**src/rtl/i2c_host_pkg.sv**
```systemverilog
package i2c_host_pkg;

    localparam int REG_W = 16;

    typedef enum logic [1:0] {
        SLOT_EN   = 2'd0,
        SLOT_CTRL = 2'd1,
        SLOT_DATA = 2'd2,
        SLOT_ICTL = 2'd3
    } slot_e;

    localparam int CTRL_TXEN_BIT  = 0;
    localparam int CTRL_TXPEND_BIT = 1;
    localparam int CTRL_TXMT_BIT  = 2;
    localparam int CTRL_RXFULL_BIT = 3;
    localparam int ICTL_TXIE_BIT  = 0;
    localparam int ICTL_RXIE_BIT  = 1;

    typedef struct packed {
        logic tx_en;
        logic tx_ie;
        logic rx_ie;
    } cfg_t;

    typedef struct packed {
        logic             wr;
        logic             rd;
        slot_e            slot;
        logic [REG_W-1:0] wdata;
    } bus_req_t;

    function automatic slot_e slot_of(input logic [1:0] halfword);
        return slot_e'(halfword);
    endfunction

endpackage

```
**src/rtl/i2c_host_cfg.sv**
```systemverilog
module i2c_host_cfg
    import i2c_host_pkg::*;
(
    input  logic     clk,
    input  logic     rst,
    input  bus_req_t req,
    output logic     en_q,
    output logic     en_nxt,
    output cfg_t     cfg
);

    logic en_wr, ctrl_wr, ictl_wr;

    assign en_wr   = req.wr && (req.slot == SLOT_EN);
    assign ctrl_wr = req.wr && (req.slot == SLOT_CTRL);
    assign ictl_wr = req.wr && (req.slot == SLOT_ICTL);
    assign en_nxt  = en_wr ? req.wdata[0] : en_q;

    always_ff @(posedge clk) begin
        if (rst) begin
            en_q <= 1'b0;
            cfg  <= '0;
        end else begin
            en_q <= en_nxt;
            if (ctrl_wr)
                cfg.tx_en <= req.wdata[CTRL_TXEN_BIT];
            if (ictl_wr) begin
                cfg.tx_ie <= req.wdata[ICTL_TXIE_BIT];
                cfg.rx_ie <= req.wdata[ICTL_RXIE_BIT];
            end
        end
    end

    // enable follows bit 0 of a write, other bits have no effect
    assert_en_write_R2: assert property (@(posedge clk) disable iff (rst)
        en_wr |=> (en_q == $past(req.wdata[0])));

endmodule

```
**src/rtl/i2c_host_tx.sv**
```systemverilog
module i2c_host_tx #(
    parameter int BYTE_W = 8
) (
    input  logic              clk,
    input  logic              rst,
    input  logic              clr,
    input  logic              data_wr,
    input  logic [BYTE_W-1:0] wbyte,
    input  logic              launch_ok,
    input  logic              tx_ready,
    output logic              tx_valid,
    output logic [BYTE_W-1:0] tx_byte,
    output logic              tx_empty
);

    logic accept;
    assign accept = tx_valid && tx_ready;

    always_ff @(posedge clk) begin
        if (rst) begin
            tx_valid <= 1'b0;
            tx_byte  <= '0;
            tx_empty <= 1'b0;
        end else if (clr) begin
            tx_valid <= 1'b0;
            tx_empty <= 1'b0;
        end else begin
            if (data_wr && launch_ok) begin
                tx_valid <= 1'b1;
                tx_byte  <= wbyte;
            end else if (accept) begin
                tx_valid <= 1'b0;
            end
            if (data_wr)
                tx_empty <= 1'b0;
            else if (accept)
                tx_empty <= 1'b1;
        end
    end

    assert_launch_R3: assert property (@(posedge clk) disable iff (rst)
        (data_wr && launch_ok && !clr) |=> (tx_valid && tx_byte == $past(wbyte)));

    assert_hold_R3: assert property (@(posedge clk) disable iff (rst)
        (tx_valid && !tx_ready && !data_wr && !clr) |=> (tx_valid && $stable(tx_byte)));

    assert_no_launch_R4: assert property (@(posedge clk) disable iff (rst)
        (!tx_valid && data_wr && !launch_ok) |=> !tx_valid);

    assert_empty_set_R5: assert property (@(posedge clk) disable iff (rst)
        (accept && !data_wr && !clr) |=> tx_empty);

endmodule

```
**src/rtl/i2c_host_rx.sv**
```systemverilog
module i2c_host_rx #(
    parameter int BYTE_W = 8
) (
    input  logic              clk,
    input  logic              rst,
    input  logic              clr,
    input  logic              take_ok,
    input  logic              rx_valid,
    input  logic [BYTE_W-1:0] rx_byte,
    input  logic              data_wr,
    input  logic              data_rd,
    input  logic [BYTE_W-1:0] wbyte,
    output logic [BYTE_W-1:0] data_q,
    output logic              rx_full
);

    logic take;
    assign take = rx_valid && take_ok && !data_wr;

    always_ff @(posedge clk) begin
        if (rst) begin
            data_q  <= '0;
            rx_full <= 1'b0;
        end else begin
            if (data_wr)
                data_q <= wbyte;
            else if (take)
                data_q <= rx_byte;
            if (clr)
                rx_full <= 1'b0;
            else if (take)
                rx_full <= 1'b1;
            else if (data_rd)
                rx_full <= 1'b0;
        end
    end

    assert_rx_latch_R6: assert property (@(posedge clk) disable iff (rst)
        (rx_valid && take_ok && !data_wr && !clr) |=> (rx_full && data_q == $past(rx_byte)));

    assert_rd_clear_R7: assert property (@(posedge clk) disable iff (rst)
        (data_rd && !rx_valid) |=> !rx_full);

    assert_overwrite_R8: assert property (@(posedge clk) disable iff (rst)
        (data_wr && rx_full && !clr) |=> (rx_full && data_q == $past(wbyte)));

    assert_collide_R11: assert property (@(posedge clk) disable iff (rst)
        (data_wr && rx_valid && !rx_full) |=> !rx_full);

endmodule

```
**src/rtl/i2c_host_regif.sv**
```systemverilog
module i2c_host_regif
    import i2c_host_pkg::*;
#(
    parameter int ADDR_W = 3,
    parameter int BYTE_W = 8
) (
    input  logic              clk,
    input  logic              rst,
    input  logic              bus_sel,
    input  logic              bus_wr,
    input  logic              bus_rd,
    input  logic [ADDR_W-1:0] bus_addr,
    input  logic [REG_W-1:0]  bus_wdata,
    output logic [REG_W-1:0]  bus_rdata,
    output logic              irq,
    output logic              tx_valid,
    input  logic              tx_ready,
    output logic [BYTE_W-1:0] tx_byte,
    input  logic              rx_valid,
    input  logic [BYTE_W-1:0] rx_byte
);

    localparam int PAD_W = REG_W - BYTE_W;

    bus_req_t          req;
    cfg_t              cfg;
    logic              en_q, en_nxt, clr;
    logic              data_wr, data_rd;
    logic              tx_empty, rx_full;
    logic [BYTE_W-1:0] data_q;

    always_comb begin
        req.wr    = bus_sel && bus_wr;
        req.rd    = bus_sel && bus_rd && !bus_wr;
        req.slot  = slot_of(bus_addr[2:1]);
        req.wdata = bus_wdata;
    end

    assign data_wr = req.wr && (req.slot == SLOT_DATA);
    assign data_rd = req.rd && (req.slot == SLOT_DATA);
    assign clr     = !en_nxt;

    i2c_host_cfg u_cfg (
        .clk    (clk),
        .rst    (rst),
        .req    (req),
        .en_q   (en_q),
        .en_nxt (en_nxt),
        .cfg    (cfg)
    );

    i2c_host_tx #(.BYTE_W(BYTE_W)) u_tx (
        .clk       (clk),
        .rst       (rst),
        .clr       (clr),
        .data_wr   (data_wr),
        .wbyte     (bus_wdata[BYTE_W-1:0]),
        .launch_ok (en_q && cfg.tx_en),
        .tx_ready  (tx_ready),
        .tx_valid  (tx_valid),
        .tx_byte   (tx_byte),
        .tx_empty  (tx_empty)
    );

    i2c_host_rx #(.BYTE_W(BYTE_W)) u_rx (
        .clk      (clk),
        .rst      (rst),
        .clr      (clr),
        .take_ok  (en_q),
        .rx_valid (rx_valid),
        .rx_byte  (rx_byte),
        .data_wr  (data_wr),
        .data_rd  (data_rd),
        .wbyte    (bus_wdata[BYTE_W-1:0]),
        .data_q   (data_q),
        .rx_full  (rx_full)
    );

    always_comb begin
        bus_rdata = '0;
        unique case (req.slot)
            SLOT_EN:   bus_rdata[0] = en_q;
            SLOT_CTRL: begin
                bus_rdata[CTRL_TXEN_BIT]   = cfg.tx_en;
                bus_rdata[CTRL_TXPEND_BIT] = tx_valid;
                bus_rdata[CTRL_TXMT_BIT]   = tx_empty;
                bus_rdata[CTRL_RXFULL_BIT] = rx_full;
            end
            SLOT_DATA: bus_rdata = {{PAD_W{1'b0}}, data_q};
            SLOT_ICTL: begin
                bus_rdata[ICTL_TXIE_BIT] = cfg.tx_ie;
                bus_rdata[ICTL_RXIE_BIT] = cfg.rx_ie;
            end
            default:   bus_rdata = '0;
        endcase
    end

    assign irq = (tx_empty && cfg.tx_ie) || (rx_full && cfg.rx_ie);

    assert_quiet_off_R10: assert property (@(posedge clk) disable iff (rst)
        !en_q |-> (!irq && !tx_valid));

    assert_rsvd_zero_R2: assert property (@(posedge clk) disable iff (rst)
        (req.slot == SLOT_EN) |-> (bus_rdata[REG_W-1:1] == '0));

    assert_ignore_off_R10: assert property (@(posedge clk) disable iff (rst)
        (!en_q && !en_nxt && rx_valid && !data_wr) |=> $stable(data_q));

endmodule

```
**config.mk**
```make
export PLATFORM = sky130hd
export DESIGN_NAME = i2c_host_regif
export DESIGN_NICKNAME = d
export VERILOG_FILES = /design/src/rtl/i2c_host_pkg.sv /design/src/rtl/i2c_host_cfg.sv /design/src/rtl/i2c_host_tx.sv /design/src/rtl/i2c_host_rx.sv /design/src/rtl/i2c_host_regif.sv
export SDC_FILE = /design/constraint.sdc
export NUM_CORES = 1
export LEC_CHECK = 0
export ABC_AREA = 0
export ABC_CLOCK_PERIOD_IN_PS = 1900
export BUFFER_PORTS_ARGS = -buffer_cell sky130_fd_sc_hd__buf_2
export CORE_MARGIN = 2
export CORE_UTILIZATION = 35
export DETAILED_ROUTE_END_ITERATION = 8
export SLEW_MARGIN = 25
export SYNTH_ARGS = -nofsm -noshare
export SYNTH_HDL_FRONTEND = slang
export SYNTH_HIERARCHICAL = 1
export SYNTH_SLANG_ARGS = --single-unit
export TNS_END_PERCENT = 30
```
**constraint.sdc**
```tcl
create_clock -name clk -period 1.9 [get_ports clk]
set_input_delay 0.19 -clock clk [delete_from_list [all_inputs] [get_ports clk]]
set_output_delay 0.19 -clock clk [all_outputs]
set_load 0.01 [all_outputs]
```
### Word level (Yosys, flattened, before mapping)

Cells that the tools add are included.

* register bits after elaboration: 23
* word-level logic and storage cells: 49
* input bits: 34

* eq/ne operators: 3
* bitwise gates (word level): 1
* multiplexer cells: 11
* reductions and logical operators: 25

Operator list (count)
* $mux W8: 2
* $logic_and A1 B1 Y1: 15
* $reduce_bool A2 Y1: 3
* $mux W1: 5
* $eq A2 B2 Y1 const B: 2
* $mux W4: 1
* $pmux W1 S4: 1
* $pmux W2 S2: 1
* $pmux W1 S3: 1
* $reduce_or A3 Y1: 1
* $eq A2 B1 Y1 const B: 1
* $logic_not A1 Y1: 2
* $logic_not A2 Y1: 1
* $reduce_and A2 Y1: 1
* $reduce_or A2 Y1: 1
* $logic_or A1 B1 Y1: 1
* $not A1 Y1: 1

### Longest topological paths before layout

Gate-level depths: netlist (run 1).

* depth in word-level cells: 6
* mapped depth: 7
* gate-level depth less buffers: 6

### Modules after synthesis

The synthesis (run 1) kept the hierarchy.

By module, submodules not included
* i2c_host_rx: area each 525.5 µm², instances 1, cells each 48
* i2c_host_tx: area each 432.9 µm², instances 1, cells each 42
* i2c_host_regif: area each 277.8 µm², instances 1, cells each 37
* i2c_host_cfg: area each 200.2 µm², instances 1, cells each 18

### Worst setup path after synthesis (run 1)

OpenSTA, ideal clock, no wires.

* path type: input-to-reg
* from: input port bus_wr
* to: register u_tx.tx_byte[0]
* required time: 1781 ps
* slack: 401 ps
* cell stages on the path: 7
* library setup time: 119 ps
* data arrival time: 1381 ps
* cell sequence: and2_1 -> nor3b_4 -> mux2_1 -> inv_1 -> and3b_1 -> buf_6 -> mux2i_1

* cells in the longest elaborated chain, start to end: 4
* elaborated cells between the ends (all ways): 6

RTL lines
* start, declared: line i2c_host_regif.sv:10 `input logic bus_wr,`
* $logic_and A1 B1 Y1: line i2c_host_regif.sv:33 `req.wr = bus_sel && bus_wr;`
* $logic_and A1 B1 Y1: line i2c_host_cfg.sv:14 `assign en_wr = req.wr && (req.slot == SLOT_EN);`
* $mux W1: line i2c_host_cfg.sv:17 `assign en_nxt = en_wr ? req.wdata[0] : en_q;`
* named net en_nxt: line i2c_host_regif.sv:27 `logic en_q, en_nxt, clr;`
* $reduce_and A2 Y1 (no source line)
* end signal, assigned: line i2c_host_tx.sv:30 `tx_byte <= wbyte;`
* end, declared: line i2c_host_tx.sv:12 `output logic [BYTE_W-1:0] tx_byte,`

The timed path passes the listed nets, and every way through them passes these cells.
A chain may end at the register's enable or synchronous reset.

### Worst setup path in the final report (run 1)

* from: input port bus_addr[1]
* to: output port bus_rdata[0]

* cells in the longest elaborated chain, start to end: 2
* elaborated cells between the ends (all ways): 5

RTL lines
* start, declared: line i2c_host_regif.sv:12 `input logic [ADDR_W-1:0] bus_addr,`
* $eq A2 B2 Y1 (tied with other cells): line i2c_host_regif.sv:81 `unique case (req.slot)`
* $pmux W1 S4 *: line i2c_host_regif.sv:81
* end, declared: line i2c_host_regif.sv:14 `output logic [REG_W-1:0] bus_rdata,`

Mark *: on every way between the ends. The rest lies on a longest branch, timed or not.

==> results.sh, run 1 <==
export IMPL_syn_area_per_cell_um2=9.95
export IMPL_rsz0062_at_grt="false"
export IMPL_avgViaCountPerCell=4.88
export IMPL_start_kind="input pin"
export IMPL_syn2layout_area_growth_pct=17.7
export IMPL_critPathKind="in2out"
export IMPL_crit_chain="buf_2 > inv_1 > ha_1 > buf_4 > a222oi_1 > mux2i_1 > buf_2"
export IMPL_critPathLaunch="bus_addr[1]"
export IMPL_grt_overflow_total=0
export IMPL_cp_end_kind="output pin"
export IMPL_die_area_mm2=0.00462
export IMPL_cts_hold_buf=0
export IMPL_critical_path_max_stage_delay_ps=270
export IMPL_dp_cells=233
export IMPL_layout_drive_gt1_share_pct=33.7
export IMPL_required_ps=1710
export IMPL_gp_congestion=0.804
export IMPL_clkSlewWorstSetupHoldPaths_ps=80
export IMPL_finalSetupTns_ps=0
export IMPL_clockBufferDepth=2
export IMPL_cp_endpoint="bus_rdata[0]"
export IMPL_ys_warn_count=6
export IMPL_netlist_area_mm2=0.00143
export IMPL_outcome="complete, no violations"
export IMPL_die_w_um=68.0
export IMPL_drc_errors=0
export IMPL_pre_cts_slack_ps=149
export IMPL_fin_nets=226
export IMPL_cp_max_fo=9
export IMPL_wire_per_inst_um=13.7
export IMPL_ios=60
export IMPL_timing_hold_ws_ps=190
export IMPL_setup_viol=0
export IMPL_path_common_cell="buf_2"
export IMPL_die_h_um=68.0
export IMPL_core_area_mm2=0.00397
export IMPL_drt_pass1_iter_count=4
export IMPL_critical_path_arrival_ps=1350
export IMPL_slowest_stage="a222oi_1"
export IMPL_start_util_pct=36.1
export IMPL_clock_latency_ps=270
export IMPL_n_antenna_cell=0
export IMPL_fin_util_pct=42.5
export IMPL_design_area_mm2=0.00169
export IMPL_cts_resized_gates=0
export IMPL_htree_levels=1
export IMPL_finalCriticalPeriod_ps=1540
export IMPL_r2r_start="u_cfg/en_q$_SDFF_PP0_"
export IMPL_grtUsageTotal_pct=14.7
export IMPL_antenna_found_initial=0
export IMPL_tightestPinTransition_ps=522
export IMPL_final_cells=237
export IMPL_power_density_mw_per_mm2=563
export IMPL_cp_top_family="buffers and inverters"
export IMPL_max_freq_mhz=647
export IMPL_setup_ws_ps=355
export IMPL_cts_buffers=3
export IMPL_post_cts_buffers=0
export IMPL_ir_drop_mv=0.226
export IMPL_finalPower_uw=950
export IMPL_port_buffers=42
export IMPL_hp_start="bus_wdata[7]"
export IMPL_post_route_period_util_pct=81.3
export IMPL_wl_mm=3.26
export IMPL_clkSinkCount=23
export IMPL_drt_iter0_drc=46
export IMPL_reg2reg_slack_ps=530
export IMPL_r2r_end="u_tx/tx_byte[3]$_SDFFE_PP0P_"
export IMPL_drv_slew=0
export IMPL_relSlewSlack_pct=65.2
export IMPL_grt_pass1_wl_mm=5.19
export IMPL_placed_cell_area_mm2=0.00164
export IMPL_hold_path_class="in2reg"
export IMPL_cp_num_cells=7
export IMPL_ff2ff_path_depth=4
export IMPL_via_count=1156
export IMPL_cts_tree="yes"
export IMPL_clockRootBuffer="clkbuf_8"
export IMPL_hold_viol=0
export IMPL_grt_pass1_vias=1093
export IMPL_num_rows=23
export IMPL_dp_hpwl_mm=2.42
export IMPL_fill_cells=408
export IMPL_ant_nets=0
export IMPL_leakagePower_nw=0.734
export IMPL_netlist_instances=144
export IMPL_fin_worst_skew_ps=2.95
export IMPL_cap_violations=0
export IMPL_critPathBufInv=4
export IMPL_grt_max_degree=34
==> area by class of cell <==
class / count / area (µm²) / share of cell area [%]
Clock buffer: 4 / 45.0 / 2.67
Inverter: 12 / 45.0 / 2.67
Multi-Input combinational cell: 101 / 826 / 49.0
Sequential cell: 23 / 460 / 27.3
Tap cell: 50 / 62.6 / 3.71
Timing Repair Buffer: 47 / 248 / 14.7
==> state kept, by name, indices dropped and copies added, names as in the netlist <==
name and count:
u_rx/data_q 8, u_tx/tx_byte 8, u_cfg/cfg 3, u_cfg/en_q 1, u_rx/rx_full 1, u_tx/tx_empty 1
u_tx/tx_valid 1
==> layer usage <==
| layer | GRT usage (%) | part of all wire (%) | vias to the layer above |
|---|---|---|---|
| li1 | - | - | 583 |
| met1 | 18.7 | 45 | 548 |
| met4 | 7.00 | 1.5 | 0 |
| met5 | 0 | 0 | - |
| met3 | 0.987 | 2.8 | 4 |
| met2 | 25.2 | 51 | 21 |
==> where the power goes <==
group | internal (mW) | switching (mW)
sequential | 0.491 | 0.00625
combinational | 0.0623 | 0.0742
clock | 0.150 | 0.166
total | 0.704 | 0.246
==> worst reg2reg max path, delay by kind of cell (launching register included) <==
kind                   cells  cell delay (ps)
DFF                        1              360
muxes                      2              390
and+or+nand+nor            1              510
buffers and inverters      1               40
==> layout by cell type, fill, tap and decap left out <==
cell type	n
a2111oi_1	3
a2111oi_2	5
a211oi_1	10
a21oi_1	1
a222oi_1	2
a22o_1	1
a22oi_1	2
and2_1	4
and2_2	2
and3_2	1
and3b_1	1
and4bb_2	3
buf_2	42
buf_4	5
clkbuf_1	1
clkbuf_8	3
conb_1	8
dfxtp_1	23
ha_1	4
inv_1	12
mux2_1	1
mux2i_1	13
nand2_1	2
nand2b_1	24
nand3_1	1
nand3b_1	2
nor2_1	1
nor2b_1	2
nor3b_2	1
nor3b_4	1
nor4_1	1
nor4bb_1	5
==> worst min path at each step <==
stage / end / slack (ps) / cells after the start
after global routing: u_rx/data_q[6]$_SDFFE_PP0P_ / 180 / 3
after CTS: u_rx/data_q[1]$_SDFFE_PP0P_ / 190 / 3
after detailed placement: u_tx/tx_byte[2]$_SDFFE_PP0P_ / 460 / 2
after global placement: u_tx/tx_byte[3]$_SDFFE_PP0P_ / 460 / 2
final: u_tx/tx_byte[7]$_SDFFE_PP0P_ / 190 / 3
after floorplan: u_rx/data_q[5]$_SDFFE_PP0P_ / 260 / 1
(Power assumes the default switching activity.)
==> run 2: changes to the inputs <==
--- a/config.mk
+++ b/config.mk
@@ -6,7 +6,7 @@
 export NUM_CORES = 1
 export LEC_CHECK = 0
 export ABC_AREA = 0
-export ABC_CLOCK_PERIOD_IN_PS = 1900
+export ABC_CLOCK_PERIOD_IN_PS = 1300
 export BUFFER_PORTS_ARGS = -buffer_cell sky130_fd_sc_hd__buf_2
 export CORE_MARGIN = 2
 export CORE_UTILIZATION = 35
==> constraint.sdc (replaced) <==
create_clock -name clk -period 1.3 [get_ports clk]
set_input_delay 0.13 -clock clk [delete_from_list [all_inputs] [get_ports clk]]
set_output_delay 0.13 -clock clk [all_outputs]
set_load 0.01 [all_outputs]
==> run 2 against run 1 <==
  * Via count grew 3.9%
  * Non-clock buffer count grew 11
  * Clock power grew 43%
  * First-iteration DRC count shrank 6.5%
  * The flow now finishes with violations (setup timing)
  * Sequential share of layout area shrank 1.7 points
  * Combinational power grew 72%
  * Global-route usage grew 1.4 points
  * Highest routed layer unchanged
==> results.sh, run 2 (same netlist as run 1, synthesis figures left out) <==
export IMPL_clkSlewWorstSetupHoldPaths_ps=80
export IMPL_core_area_mm2=0.00397
export IMPL_grt_pass1_wl_mm=5.58
export IMPL_grt_overflow_total=0
export IMPL_dp_hpwl_mm=2.68
export IMPL_die_h_um=68.0
export IMPL_wl_mm=3.45
export IMPL_grt_pass1_vias=1183
export IMPL_power_density_mw_per_mm2=778
export IMPL_final_cells=248
export IMPL_max_freq_mhz=759
export IMPL_cp_max_fo=3
export IMPL_register_area_um2=464
export IMPL_clockBufferDepth=2
export IMPL_ir_drop_mv=0.343
export IMPL_hold_viol=0
export IMPL_crit_chain="a222oi_1 > mux2i_1 > buf_2"
export IMPL_drt_pass1_iter_count=5
export IMPL_final_cell_mix="buf_2, nand2b_1, dfxtp_1, buf_4, mux2i_1"
export IMPL_post_route_period_util_pct=101
export IMPL_critPathKind="reg2out"
export IMPL_drt_iter0_drc=43
export IMPL_via_count=1201
export IMPL_drc_errors=0
export IMPL_avgViaCountPerCell=4.84
export IMPL_port_buffers=42
export IMPL_gp_congestion=0.793
export IMPL_critical_path_arrival_ps=1190
export IMPL_clkSinkCount=23
export IMPL_syn2layout_area_growth_pct=26.8
export IMPL_setup_viol=1
export IMPL_fill_cells=406
export IMPL_violations="setup timing"
export IMPL_die_area_mm2=0.00462
export IMPL_cts_tree="yes"
export IMPL_final_common_cell="buf_2"
export IMPL_multiInputGateArea_um2=847
export IMPL_wire_per_inst_um=13.9
export IMPL_grt_max_degree=34
export IMPL_clock_latency_ps=260
export IMPL_start_kind="register"
export IMPL_clockRootBuffer="clkbuf_8"
export IMPL_critical_path_max_stage_delay_ps=340
export IMPL_htree_levels=1
export IMPL_ios=60
export IMPL_antenna_found_initial=0
export IMPL_cts_hold_buf=0
export IMPL_start_util_pct=36.1
export IMPL_grtUsageTotal_pct=16.1
export IMPL_slowest_stage="dfxtp_2"
export IMPL_n_antenna_cell=0
export IMPL_tightestPinTransition_ps=508
export IMPL_fin_worst_skew_ps=2.76
export IMPL_cap_violations=0
export IMPL_ant_nets=0
export IMPL_drv_slew=0
export IMPL_outcome="complete, but fails checks"
export IMPL_hold_path_class="in2reg"
export IMPL_rsz0062_at_grt="true"
export IMPL_leakagePower_nw=0.790
export IMPL_fin_nets=237
export IMPL_required_ps=1170
export IMPL_finalCriticalPeriod_ps=1320
export IMPL_cts_buffers=3
export IMPL_finalSetupTns_ps=-17.4
export IMPL_num_rows=23
export IMPL_dp_cells=242
export IMPL_cp_end_kind="output pin"
export IMPL_finalPower_mw=1.41
export IMPL_relSlewSlack_pct=66.2
export IMPL_setup_ws_ps=-17.4
export IMPL_layout_drive_gt1_share_pct=42.4
export IMPL_largestRegisters="u_rx/data_q (8), u_tx/tx_byte (8), u_cfg/cfg (3)"
export IMPL_die_w_um=68.0
run 2: area by class of cell:
cell class	count	area share [%]
repair buffers	58	19.4
flip-flops and latches	23	25.6
multi-input cells	101	46.6
clock buffers	4	2.48
inverters	12	2.48
well taps	50	3.44
run 2: stage by stage:
step | cell area [µm²] | hold WS, ps | util (%) | worst slack [ps]
5_1_grt | 1820 | 132 | 45.7 | -71.0
2_1_floorplan | 1470 | 199 | - | -82.6
6_report | 1820 | 133 | 45.7 | -17.4
3_5_place_dp | 1730 | 414 | 43.5 | -363
3_3_place_gp | 1730 | 408 | 43.5 | -282
4_1_cts | 1770 | 126 | 44.7 | -77.5
run 2: metal layers:
layer  global-route usage, %  vias to the layer above  wire length (µm)
met5                       0                        -                 0
met4                    5.25                        0                18
met3                    3.13                        2               143
met2                    27.3                       27              1760
met1                    20.4                      561              1530
li1                        -                      611                 -
run 2: where the power goes:
part           total, mW  switching (mW)  internal [mW]
clock              0.451           0.233          0.219
sequential         0.727         0.00878          0.718
combinational      0.235           0.117          0.118
run 2: worst paths after layout:
check	start	slack, ps	cells past startpoint	endpoint
max reg2reg	u_cfg/en_q$_SDFF_PP0_	80	4	u_tx/tx_byte[7]$_SDFFE_PP0P_
min reg2reg	u_tx/tx_byte[1]$_SDFFE_PP0P_	480	2	u_tx/tx_byte[1]$_SDFFE_PP0P_
min	bus_wdata[2]	130	3	u_rx/data_q[2]$_SDFFE_PP0P_
max	u_cfg/cfg[1]$_SDFFE_PP0P_	-20	3	bus_rdata[0]
run 2: timing repair:
item	CTS	global route
setup endpoints to repair	12	18
resized for setup	1	11
setup buffers	0	2
pin swaps	1	2
run 2: worst max-delay path, delay by kind of cell (launching register included):
kind / cells / cell delay [ps]
DFF: 1 / 340
AOI/OAI and AO/OA: 1 / 330
buffers and inverters: 1 / 150
muxes: 1 / 110
